<file path="src/rtl/mixer_pkg.sv">
package mixer_pkg;
   localparam int R_W   = 5;
   localparam int G_W   = 6;
   localparam int B_W   = 5;
   localparam int PIX_W = R_W + G_W + B_W;

   typedef logic [PIX_W-1:0] pix_t;

   typedef enum logic [1:0] {
      BL_OFF  = 2'b00,
      BL_ADD  = 2'b01,
      BL_SUB  = 2'b10,
      BL_RSUB = 2'b11
   } blend_e;
endpackage

</file>
<file path="src/rtl/mixer_opaque.sv">
module mixer_opaque
   import mixer_pkg::*;
#(
   parameter int NUM_L = 5
) (
   input  logic [NUM_L*PIX_W-1:0] pix_flat,
   input  logic [NUM_L-1:0]       vld,
   output logic [NUM_L-1:0]       opq
);
   for (genvar li = 0; li < NUM_L; li++) begin : g_layer
      assign opq[li] = vld[li] && (pix_flat[li*PIX_W +: PIX_W] != '0);
   end
endmodule

</file>
<file path="src/rtl/mixer_rank.sv">
module mixer_rank #(
   parameter int NUM_L  = 5,
   parameter int PRIO_W = 2,
   parameter int IDX_W  = 3
) (
   input  logic [NUM_L-1:0]        opq,
   input  logic [NUM_L*PRIO_W-1:0] prio_flat,
   output logic                    top_hit,
   output logic [IDX_W-1:0]        top_idx,
   output logic                    sec_hit,
   output logic [IDX_W-1:0]        sec_idx
);
   logic [PRIO_W-1:0] top_best;
   logic [PRIO_W-1:0] sec_best;

   // strict compare keeps the lowest index on equal priority
   always_comb begin
      top_hit  = 1'b0;
      top_idx  = '0;
      top_best = '0;
      for (int i = 0; i < NUM_L; i++) begin
         if (opq[i] && (!top_hit || prio_flat[i*PRIO_W +: PRIO_W] > top_best)) begin
            top_hit  = 1'b1;
            top_idx  = IDX_W'(i);
            top_best = prio_flat[i*PRIO_W +: PRIO_W];
         end
      end
   end

   always_comb begin
      sec_hit  = 1'b0;
      sec_idx  = '0;
      sec_best = '0;
      for (int i = 0; i < NUM_L; i++) begin
         if (opq[i] && (IDX_W'(i) != top_idx) &&
             (!sec_hit || prio_flat[i*PRIO_W +: PRIO_W] > sec_best)) begin
            sec_hit  = 1'b1;
            sec_idx  = IDX_W'(i);
            sec_best = prio_flat[i*PRIO_W +: PRIO_W];
         end
      end
   end
endmodule

</file>
<file path="src/rtl/mixer_chan.sv">
module mixer_chan
   import mixer_pkg::*;
#(
   parameter int W = 5
) (
   input  blend_e       op,
   input  logic [W-1:0] fg,
   input  logic [W-1:0] bk,
   output logic [W-1:0] res
);
   logic [W:0] sum;
   logic [W:0] d_fb;
   logic [W:0] d_bf;

   assign sum  = {1'b0, fg} + {1'b0, bk};
   assign d_fb = {1'b0, fg} - {1'b0, bk};
   assign d_bf = {1'b0, bk} - {1'b0, fg};

   always_comb begin
      unique case (op)
         BL_ADD:  res = sum[W]  ? '1 : sum[W-1:0];
         BL_SUB:  res = d_fb[W] ? '0 : d_fb[W-1:0];
         BL_RSUB: res = d_bf[W] ? '0 : d_bf[W-1:0];
         default: res = fg;
      endcase
   end
endmodule

</file>
<file path="src/rtl/layer_mixer.sv">
module layer_mixer
   import mixer_pkg::*;
#(
   parameter int NUM_BG = 4,
   parameter int PRIO_W = 2
) (
   input  logic                     clk,
   input  logic                     rst_n,
   input  logic [NUM_BG*16-1:0]     bg_pix,
   input  logic [NUM_BG-1:0]        bg_vld,
   input  logic [NUM_BG*PRIO_W-1:0] bg_prio,
   input  logic [15:0]              spr_pix,
   input  logic                     spr_vld,
   input  logic [PRIO_W-1:0]        spr_prio,
   input  logic [15:0]              backdrop,
   input  logic [1:0]               blend_mode,
   input  logic [NUM_BG:0]          blend_mask,
   output logic [15:0]              out_pix
);
   localparam int NUM_L = NUM_BG + 1;
   localparam int IDX_W = $clog2(NUM_L);

   if (NUM_BG < 1) begin : g_bad_bg
      $error("layer_mixer: NUM_BG must be at least 1");
   end
   if (PRIO_W < 1) begin : g_bad_prio
      $error("layer_mixer: PRIO_W must be at least 1");
   end
   if (PIX_W != 16) begin : g_bad_pix
      $error("layer_mixer: channel widths must total 16 bits");
   end

   logic [NUM_L*PIX_W-1:0]  all_pix;
   logic [NUM_L-1:0]        all_vld;
   logic [NUM_L*PRIO_W-1:0] all_prio;
   logic [NUM_L-1:0]        opq;
   logic                    top_hit, sec_hit;
   logic [IDX_W-1:0]        top_idx, sec_idx;
   pix_t                    fg_px, bk_px, mix_px, nxt_px;
   blend_e                  mode;

   assign all_pix  = {spr_pix, bg_pix};
   assign all_vld  = {spr_vld, bg_vld};
   assign all_prio = {spr_prio, bg_prio};
   assign mode     = blend_e'(blend_mode);

   mixer_opaque #(.NUM_L(NUM_L)) u_opq (
      .pix_flat (all_pix),
      .vld      (all_vld),
      .opq      (opq)
   );

   mixer_rank #(.NUM_L(NUM_L), .PRIO_W(PRIO_W), .IDX_W(IDX_W)) u_rank (
      .opq       (opq),
      .prio_flat (all_prio),
      .top_hit   (top_hit),
      .top_idx   (top_idx),
      .sec_hit   (sec_hit),
      .sec_idx   (sec_idx)
   );

   assign fg_px = all_pix[top_idx*PIX_W +: PIX_W];
   assign bk_px = sec_hit ? all_pix[sec_idx*PIX_W +: PIX_W] : backdrop;

   for (genvar ci = 0; ci < 3; ci++) begin : g_chan
      localparam int CW = (ci == 0) ? B_W : (ci == 1) ? G_W : R_W;
      localparam int LO = (ci == 0) ? 0   : (ci == 1) ? B_W : B_W + G_W;
      mixer_chan #(.W(CW)) u_chan (
         .op  (mode),
         .fg  (fg_px[LO +: CW]),
         .bk  (bk_px[LO +: CW]),
         .res (mix_px[LO +: CW])
      );
   end

   always_comb begin
      if (!top_hit)
         nxt_px = backdrop;
      else if (mode != BL_OFF && blend_mask[top_idx])
         nxt_px = mix_px;
      else
         nxt_px = fg_px;
   end

   always_ff @(posedge clk or negedge rst_n) begin
      if (!rst_n) out_pix <= '0;
      else        out_pix <= nxt_px;
   end
endmodule

</file>
<file path="config.mk">
export PLATFORM = sky130hd
export DESIGN_NAME = layer_mixer
export DESIGN_NICKNAME = d
export VERILOG_FILES = /design/src/rtl/mixer_pkg.sv /design/src/rtl/mixer_opaque.sv /design/src/rtl/mixer_rank.sv /design/src/rtl/mixer_chan.sv /design/src/rtl/layer_mixer.sv
export SDC_FILE = /design/constraint.sdc
export NUM_CORES = 1
export LEC_CHECK = 0
export BUFFER_PORTS_ARGS = -buffer_cell sky130_fd_sc_hd__buf_2
export CORE_AREA = 10 10 135 137
export DETAILED_ROUTE_END_ITERATION = 8
export DIE_AREA = 0 0 145 147
export GPL_TIMING_DRIVEN = 0
export PLACE_DENSITY = 0.63
export SETUP_SLACK_MARGIN = 0.3
export SYNTH_ARGS = -nofsm -noshare
export SYNTH_HDL_FRONTEND = slang
export SYNTH_SLANG_ARGS = --single-unit
</file>
<file path="constraint.sdc">
create_clock -name clk -period 0.8 [get_ports clk]
set_input_delay 0.04 -clock clk [delete_from_list [all_inputs] [get_ports clk]]
set_output_delay 0.04 -clock clk [all_outputs]
set_load 0.01 [all_outputs]
</file>
Word-level counts from Yosys, hierarchy flattened
Index checks and enable logic that the tools add are counted.
- flip-flop bits (word level): 16
- add/sub/neg operators: 9
- order comparisons: 9
- eq/ne operators: 7
- shift operators: 2
- mux-type cells: 43
- reduce and logical (&&, ||, !) cells: 42
- operator list (kind ; number):
    $shiftx 80x8->16 ; 2
    $reduce_bool 16->1 ; 5
    $mux 16 ; 3
    $mux 5 ; 6
    $pmux 5 s3 ; 2
    $mux 2 ; 12
    $sub 5x5->6 ; 4
    $logic_and 1x1->1 ; 19
    $mux 6 ; 3
    $pmux 6 s3 ; 1
    $gt 2x2->1 ; 8
    $sub 6x6->7 ; 2
    $mux 1 ; 13
    $add 5x5->6 ; 2
    $logic_not 1->1 ; 8
    $logic_or 1x1->1 ; 8
    $add 6x6->7 ; 1
    $mux 3 ; 2
    $ne 2x3->1 const A ; 2
    $eq 2x2->1 const B ; 2
    $lt 3x4->1 const B ; 1
    $bmux 1 s3 ; 1
    $ne 1x3->1 const A ; 1
    $ne 3x3->1 const A ; 1
    3 further kinds ; 3

Depth between registers and ports, before layout
Gate-level depths: netlist of run 1.
- depth after elaboration: 45
- mapped depth: 71
- mapped depth without buffers: 70

Cells and area by module
From an unflattened synthesis of run 1, not the netlist that was laid out.
- cell total of the unflattened synthesis: 736
- area total of the unflattened synthesis: 5970.7 um2
- by module, submodules not included (module ; instances ; cells an instance ; area each (um2) ; seq. area each (um2)):
    layer_mixer ; 1 ; 208 ; 2222.1 ; 400.4
    mixer_chan at g_chan[0].u_chan ... ; 2 ; 111 ; 810.8 ; 0.0
    mixer_chan at g_chan[1].u_chan ; 1 ; 138 ; 983.4 ; 0.0
    mixer_rank ; 1 ; 138 ; 955.9 ; 0.0
    mixer_opaque ; 1 ; 30 ; 187.7 ; 0.0

Worst setup path before layout of run 1
Ideal clock, no wire load.
- path type: in2reg
- from: input port bg_pix[0]
- to: register out_pix[9]
- arrival time: 13.809 ns
- data required time: 0.663 ns
- setup slack: -13.146 ns
- stages on the path: 69
- path buffers: 1
- cell sequence: or4_4 o41a_4 buf_6 and2_1 ha_1 nand2_1 o21ai_0 a21oi_1 nor2_1 a21oi_1 ha_1 nor2b_1 o21ai_0 o21ai_0 nand2_1 mux2_2 ha_1 nand2_1 [... 33 more ...] nor2b_1 o21ai_0 nor2_1 nor3_4 mux2i_1 o221a_1 ha_1 inv_1 fa_1 a21o_1 a21o_1 a21o_1 a21oi_1 nor2_1 a221o_1 a211o_1 o21ai_0 a21oi_1
- longest elaborated chain between the ends: 45
- elaborated cells on any way between the ends: 85
- those cells by class: add/sub: 3; order compare: 8; eq/ne: 4; shift: 2; mux: 35; reduce/logical: 33
- ends and longest elaborated chain (item ; line ; source):
    from (decl) ; layer_mixer.sv:9 ; input logic [NUM_BG*16-1:0] bg_pix,
    $reduce_bool 16->1 * ; mixer_opaque.sv:11 ; assign opq[li] = vld[li] && (pix_flat[li*PIX_W +: PIX_W] != '0);
    $logic_and 1x1->1 * ; mixer_opaque.sv:11 ;
    $mux 2 / $mux 1 (equally long branches) ; mixer_rank.sv:22 ; if (opq[i] && (!top_hit || prio_flat[i*PRIO_W +: PRIO_W] > top_best)) begin
    $gt 2x2->1 / $logic_not 1->1 (equally long branches) ; mixer_rank.sv:22 ;
    $logic_or 1x1->1 ; mixer_rank.sv:22 ;
    $logic_and 1x1->1 ; mixer_rank.sv:22 ;
    $mux 2 / $mux 1 (equally long branches) ; mixer_rank.sv:22 ;
    $gt 2x2->1 / $logic_not 1->1 (equally long branches) ; mixer_rank.sv:22 ;
    [... 30 more ...] ; - ;
    $shiftx 80x8->16 ; layer_mixer.sv:63 ; assign bk_px = sec_hit ? all_pix[sec_idx*PIX_W +: PIX_W] : backdrop;
    $mux 16 ; layer_mixer.sv:63 ;
    $sub 6x6->7, or another cell as far along ; mixer_chan.sv:17 ; assign d_bf = {1'b0, bk} - {1'b0, fg};
    $mux 6, on equally long branches ; mixer_chan.sv:23, mixer_chan.sv:21, mixer_chan.sv:22 ;
    $pmux 6 s3 ; mixer_chan.sv:20 ; unique case (op)
    $mux 16 ; layer_mixer.sv:79 ; else if (mode != BL_OFF && blend_mask[top_idx])
    $mux 16 * ; layer_mixer.sv:77 ; if (!top_hit)
    via nxt_px[9] ; layer_mixer.sv:39 ; pix_t fg_px, bk_px, mix_px, nxt_px;
    to (signal assigned) ; layer_mixer.sv:87 ; else out_pix <= nxt_px;
    to (decl) ; layer_mixer.sv:18 ; output logic [15:0] out_pix
Mark *: on every way through the listed nets, which the timed path passes. The rest lies on a longest branch. The select of a mux whose other input is x is not followed.

Worst setup path after layout of run 1
- from: input port bg_pix[5]
- to: register out_pix[7]
- longest elaborated chain between the ends: 45
- elaborated cells on any way between the ends: 85
- those cells by class: add/sub: 3; order compare: 8; eq/ne: 4; shift: 2; mux: 35; reduce/logical: 33
- ends and longest elaborated chain (item ; line):
    $reduce_bool 16->1 ; mixer_opaque.sv:11
    $logic_and 1x1->1 ; mixer_opaque.sv:11
    $mux 2 / $mux 1 (equally long branches) ; mixer_rank.sv:22
    $gt 2x2->1 / $logic_not 1->1 (equally long branches) ; mixer_rank.sv:22
    $logic_or 1x1->1 ; mixer_rank.sv:22
    $logic_and 1x1->1 ; mixer_rank.sv:22
    $mux 2 / $mux 1 (equally long branches) ; mixer_rank.sv:22
    $gt 2x2->1 / $logic_not 1->1 (equally long branches) ; mixer_rank.sv:22
    [... 30 more ...] ; -
    $shiftx 80x8->16 ; layer_mixer.sv:63
    $mux 16 ; layer_mixer.sv:63
    $sub 6x6->7, or another cell as far along ; mixer_chan.sv:17
    $mux 6, on equally long branches ; mixer_chan.sv:23, mixer_chan.sv:21, mixer_chan.sv:22
    $pmux 6 s3 ; mixer_chan.sv:20
    $mux 16 ; layer_mixer.sv:79
    $mux 16 * ; layer_mixer.sv:77
    via nxt_px[7] ; layer_mixer.sv:39
Marks and branches as above.

==> out/metrics.cfg, run 1 <==
[status]
status = finished, violations left
violations = negative hold slack, negative setup slack

[synth]
ys_top_cells_by_count = nand2_1 (73), ha_1 (64), nor2_1 (57)
synthFlopType = dfrtp_1
synth_top_area_share = 0.1496
yosys_warnings = 0
synth_nets = 907
netlist_area_um2 = 5354
ys_types = 76
yosysTopAreaCell = ha_1
synth.most_common_cell = nand2_1
synth_seq_area_share = 0.07478
avgSynthCellArea_um2 = 7.498
synth_edf_count = 0
synth_seq_cells = 16
synth.area.top_cells = ha_1 (15%), dfrtp_1 (7.5%), nand2_1 (5.1%)
syn-instance-count = 714
async_flop_share = 1.000

[timing]
min_period_ps = 12780
rsz0062_at_grt = yes
slew_headroom = 0.3058
slew_violations = 0
tightest_slew_ps = 1037
hold_viol = 16
fin_ws_ps = -11980
fmax_mhz = 78.26
hold_ws_ps = -290.9
setup_violations = 16
final.setup.tns_ps = -189420
fin_crit_sh = 15.97

[floorplanning]
die_w_um = 145
num_rows = 46
die_area_um2 = 21320
coreArea_um2 = 15600
die-height_um = 147
start_util = 0.3433
ioPinCount = 136

[clock_network]
cts_tree = done
cts-buffers-inserted = 3
clockRootBuffer = clkbuf_16
htreeDepth = 1
clk_path_buf_depth = 2
clk_pin_slew_ps = 50
cts.sinks = 16

[critical_path]
worst_setup_path_end_kind = flop
worst_setup_path_start_kind = input port
path_max_fanout = 4
crit_type = in -> reg
arrival_ps = 12850
slowest_delay_ps = 570
cp_slowest_cell = or4_4
endpoint = out_pix[7]$_DFF_PN0_
worst_ep_required_time_ps = 870
crit_start = bg_pix[5]

[hold_path]
hold_path_class = in -> async

[drt]
drt_iter0_markers = 951
drt-vias-per-instance = 6.232
dr_total_vias = 7323
first_pass_iters = 7
drc = 0
routed_wl_um = 26470
ant_nets = 0
wl_per_cell_um = 22.52

[place]
portBuffers = 135
dp_hpwl_um = 20280
gp_congestion = 1.005

[run]
cap_violations = 0

[grt]
grt_overflow = 0
top_usage_layer = met2
use_met1 = 0.3031
grt_pass1_vias = 7292
grt_pass1_wl_um = 39740
globalRouteMet3Util = 0.04576
antenna_found_initial = 0
grt_use_met2 = 0.3632
grt_use_total = 0.2288
grt_max_degree = 17

[pwr]
power_leakage_nw = 3.704
ir_drop_mv = 1.664
power.density_nw_per_um2 = 3630

[final_layout]
regMostFlops = out_pix
layout-drive-gt1-share = 0.4703
n_antenna_cell = 0
nets = 1154
largest_reg_flops = 16
largestRegisters = out_pix x16
syn_to_final_growth_pct = 58.54
fillCellCount = 1420
utilization = 0.5442

final cells by class:
cell class	count	area (um2)	share of cell area
inverters	50	190.2	0.02241
repair buffers	242	1634	0.1925
multi-input cells	620	5752	0.6776
clock buffers	3	75.07	0.008844
plain buffers	28	166.4	0.01961
flip-flops and latches	16	400.4	0.04717
well taps	216	270.3	0.03184
repair_timing:
item	in CTS	in global routing
resized for setup	142	63
buffers inserted	78	27
cloned	1	0
pin swaps	106	53
setup endpoints to repair	32	32
hold endpoints to repair	16	16
cell families (layout without fill, tap and decap cells):
family          count (synthesis)  count (layout)  synth area share
compound gates                278             278            0.4048
simple gates                  235             235            0.2152
buf+inv                        78             323           0.05772
fa+ha+maj                      74              74            0.1853
mux                            27              27           0.05235
flops                          16              16           0.07478
xor+xnor                        6               6          0.009815
through the flow:
stage               total power, mW  setup WS, ps  area (um2)  hold WS, ps  cells
finish                        30.81        -11980        8488       -290.9   1175
global route                  32.92        -12480        8488       -265.4   1175
CTS                           26.86        -11660        7944       -277.0   1147
detailed placement            20.68        -14110        6599       -18.75   1065
global placement              20.58        -14060        6599       -19.58   1065
floorplan                     15.73        -11780        5653       -255.6    714
layer usage:
layer / vias to the layer above / part of all wire
met4: 0 / 0.040
met2: 514 / 0.44
met1: 3445 / 0.41
li1: 3269 / -
met5: - / 0
met3: 95 / 0.11
worst min-delay path by stage:
stage               startpoint                   end  slack (ps)  cells after the start
floorplan                rst_n  out_pix[0]$_DFF_PN0_        -260                      0
global placement         rst_n  out_pix[1]$_DFF_PN0_         -20                      1
detailed placement       rst_n  out_pix[1]$_DFF_PN0_         -20                      1
CTS                      rst_n  out_pix[8]$_DFF_PN0_        -280                      1
global route             rst_n  out_pix[4]$_DFF_PN0_        -270                      1
finish                   rst_n  out_pix[1]$_DFF_PN0_        -290                      1
layout by cell type (no fill, tap or decap), types with 8 or more instances in the layout:
cell	instances
nor2_1	47
buf_4	86
nor2b_4	8
nor2b_1	12
mux2i_1	13
inv_1	46
a211oi_2	9
a21o_1	20
nand2_1	63
clkbuf_1	15
o221ai_1	9
a222oi_1	11
nor3_1	14
nand3_1	17
ha_1	45
buf_2	134
o21ai_4	9
a31oi_1	11
ha_4	14
or4_1	16
o21ai_2	12
dfrtp_1	16
o21ai_1	8
buf_6	23
o22ai_1	12
a21oi_1	27
o21ai_0	13
a221o_1	12
a21oi_2	12
power by group:
part           switching (mW)  internal, mW  leakage, nW
combinational            15.2          13.3         3.48
sequential              0.130          1.23        0.189
clock                   0.274         0.653       0.0370
total                    15.6          15.2         3.70
worst max-delay path, delay by kind of cell:
| family | cells | cell delay, ps |
|---|---|---|
| AOI/OAI and AO/OA | 27 | 4760 |
| and+or+nand+nor | 24 | 3550 |
| adders and majority gates | 10 | 2420 |
| muxes | 4 | 1270 |
| buffers and inverters | 7 | 810 |
(Power assumes the default switching activity.)
==> inputs of run 2 (changes only) <==
Settings changed: REMOVE_ABC_BUFFERS set to 1.
==> run 2 against run 1 <==
Compared with the run above: the flow still finishes with violations (negative hold slack, negative setup slack); via count is 1.3% lower; combinational power is 11% lower; largest cell class unchanged; critical path depth stayed put.
==> out/metrics.cfg, run 2 (synthesized netlist as in run 1, its figures left out) <==
[timing]
tightest_slew_ps = 1049
fin_crit_sh = 15.95
fin_ws_ps = -11960
slew_headroom = 0.2965
rsz0062_at_grt = yes
final.setup.tns_ps = -188830
setup_violations = 17
hold_ws_ps = -296.8
slew_violations = 0
min_period_ps = 12760
fmax_mhz = 78.36
hold_viol = 16

[critical_path]
slowest_delay_ps = 570
worst_setup_path_end_kind = flop
cp_slowest_cell = or4_4
crit_type = in -> reg
path_max_fanout = 4
arrival_ps = 12860
worst_ep_required_time_ps = 900
worst_setup_path_start_kind = input port

[pwr]
switching_share = 0.5187
p_comb_frac = 0.911
ir_drop_mv = 1.439
internal_power_mw = 13.35
pwr-share-clk = 0.040
power_leakage_nw = 3.514
power.density_nw_per_um2 = 3484
seq_power_share = 0.049
p_sw_mw = 14.38

[place]
dp_slack_ps = -17210
gp_congestion = 1.027
portBuffers = 135
dp_hpwl_um = 19510

[final_layout]
regMostFlops = out_pix
layout_commonest_cell = buf_2
layout_common_cells = buf_2 (126), buf_4 (83), nand2_1 (66)
syn_to_final_growth_pct = 48.68
largest_reg_flops = 16
largestRegisters = out_pix x16
nets = 1114
n_antenna_cell = 0
layout-drive-gt1-share = 0.4402

[grt]
grt_pass1_wl_um = 38520
antenna_found_initial = 0
grt_overflow = 0
grt_pass1_vias = 6897
grt_max_degree = 21
grt_use_total = 0.2239

[floorplanning]
die-height_um = 147
start_util = 0.3433
coreArea_um2 = 15600
die_area_um2 = 21320
ioPinCount = 136
die_w_um = 145
num_rows = 46

[status]
status = finished, violations left
violations = negative hold slack, negative setup slack

[run]
cap_violations = 0

[drt]
first_pass_iters = 7
wl_per_cell_um = 23.45
dr_total_vias = 7226
drt-vias-per-instance = 6.361
drt_iter0_markers = 784
routed_wl_um = 26640
drc = 0
ant_nets = 0

[clock_network]
cts_tree = done
cts.sinks = 16
clockRootBuffer = clkbuf_16
cts-buffers-inserted = 3
clk_path_buf_depth = 2
htreeDepth = 1
clk_pin_slew_ps = 50

[hold_path]
hold_path_class = in -> async

run 2: power groups by stage:
stage / sequential (mW) / clock (mW) / combinational (mW)
after floorplan: 1.57 / 0 / 13.0
after global placement: 1.34 / 0 / 18.1
after detailed placement: 1.33 / 0 / 18.2
after CTS: 1.33 / 1.14 / 21.5
after global routing: 1.41 / 1.17 / 27.0
final: 1.35 / 1.12 / 25.3
run 2: timing repair:
| action | in CTS | in global routing |
|---|---|---|
| pin swaps | 75 | 86 |
| resized for setup | 126 | 99 |
| setup buffers | 67 | 24 |
| hold endpoints to repair | 16 | 16 |
| setup endpoints to repair | 32 | 32 |
run 2: worst max-delay path, delay by kind of cell:
family                     cells  cell delay (ps)
AOI/OAI and AO/OA             28             4920
and+or+nand+nor               24             3390
adders and majority gates     10             2500
muxes                          4             1260
buffers and inverters          6              700
run 2: path summary, 6_finish.rpt:
kind / start / endpoint / slack [ps] / depth (start not counted)
worst max-delay path: bg_pix[14] / out_pix[9]$_DFF_PN0_ / -11960 / 72
worst min-delay path: rst_n / out_pix[7]$_DFF_PN0_ / -300 / 1
max in group asynchronous: rst_n / out_pix[11]$_DFF_PN0_ / 820 / 1
min in group clk: backdrop[12] / out_pix[12]$_DFF_PN0_ / 30 / 2
run 2: cell type report:
cell class | instances | area (um2)
sequential | 16 | 400.4
clock buffer | 4 | 88.84
tap | 216 | 270.3
fill | 1443 | 7637
inverter | 50 | 187.7
timing repair buffer | 230 | 1506
multi-input combinational | 620 | 5507
run 2: metrics by stage:
stage                     power (mW)  instances  utilization  instance area, um2  hold slack, ps
after floorplan                14.62        686            -                5233          -255.6
after global placement         19.46       1037       0.3961                6178          -2.114
after detailed placement       19.57       1040       0.3996                6232         -0.7158
after CTS                      23.97       1111       0.4702                7335          -273.3
after global routing           29.56       1136       0.5103                7960          -253.0
final                          27.73       1136       0.5103                7960          -296.8
run 2: metal layers:
layer	wire length, um	up-vias	track usage
met2	11490	555	0.3446
li1	-	3177	-
met5	0	-	0
met1	10750	3401	0.2907
met3	3282	93	0.06388
met4	1116	0	0.08121
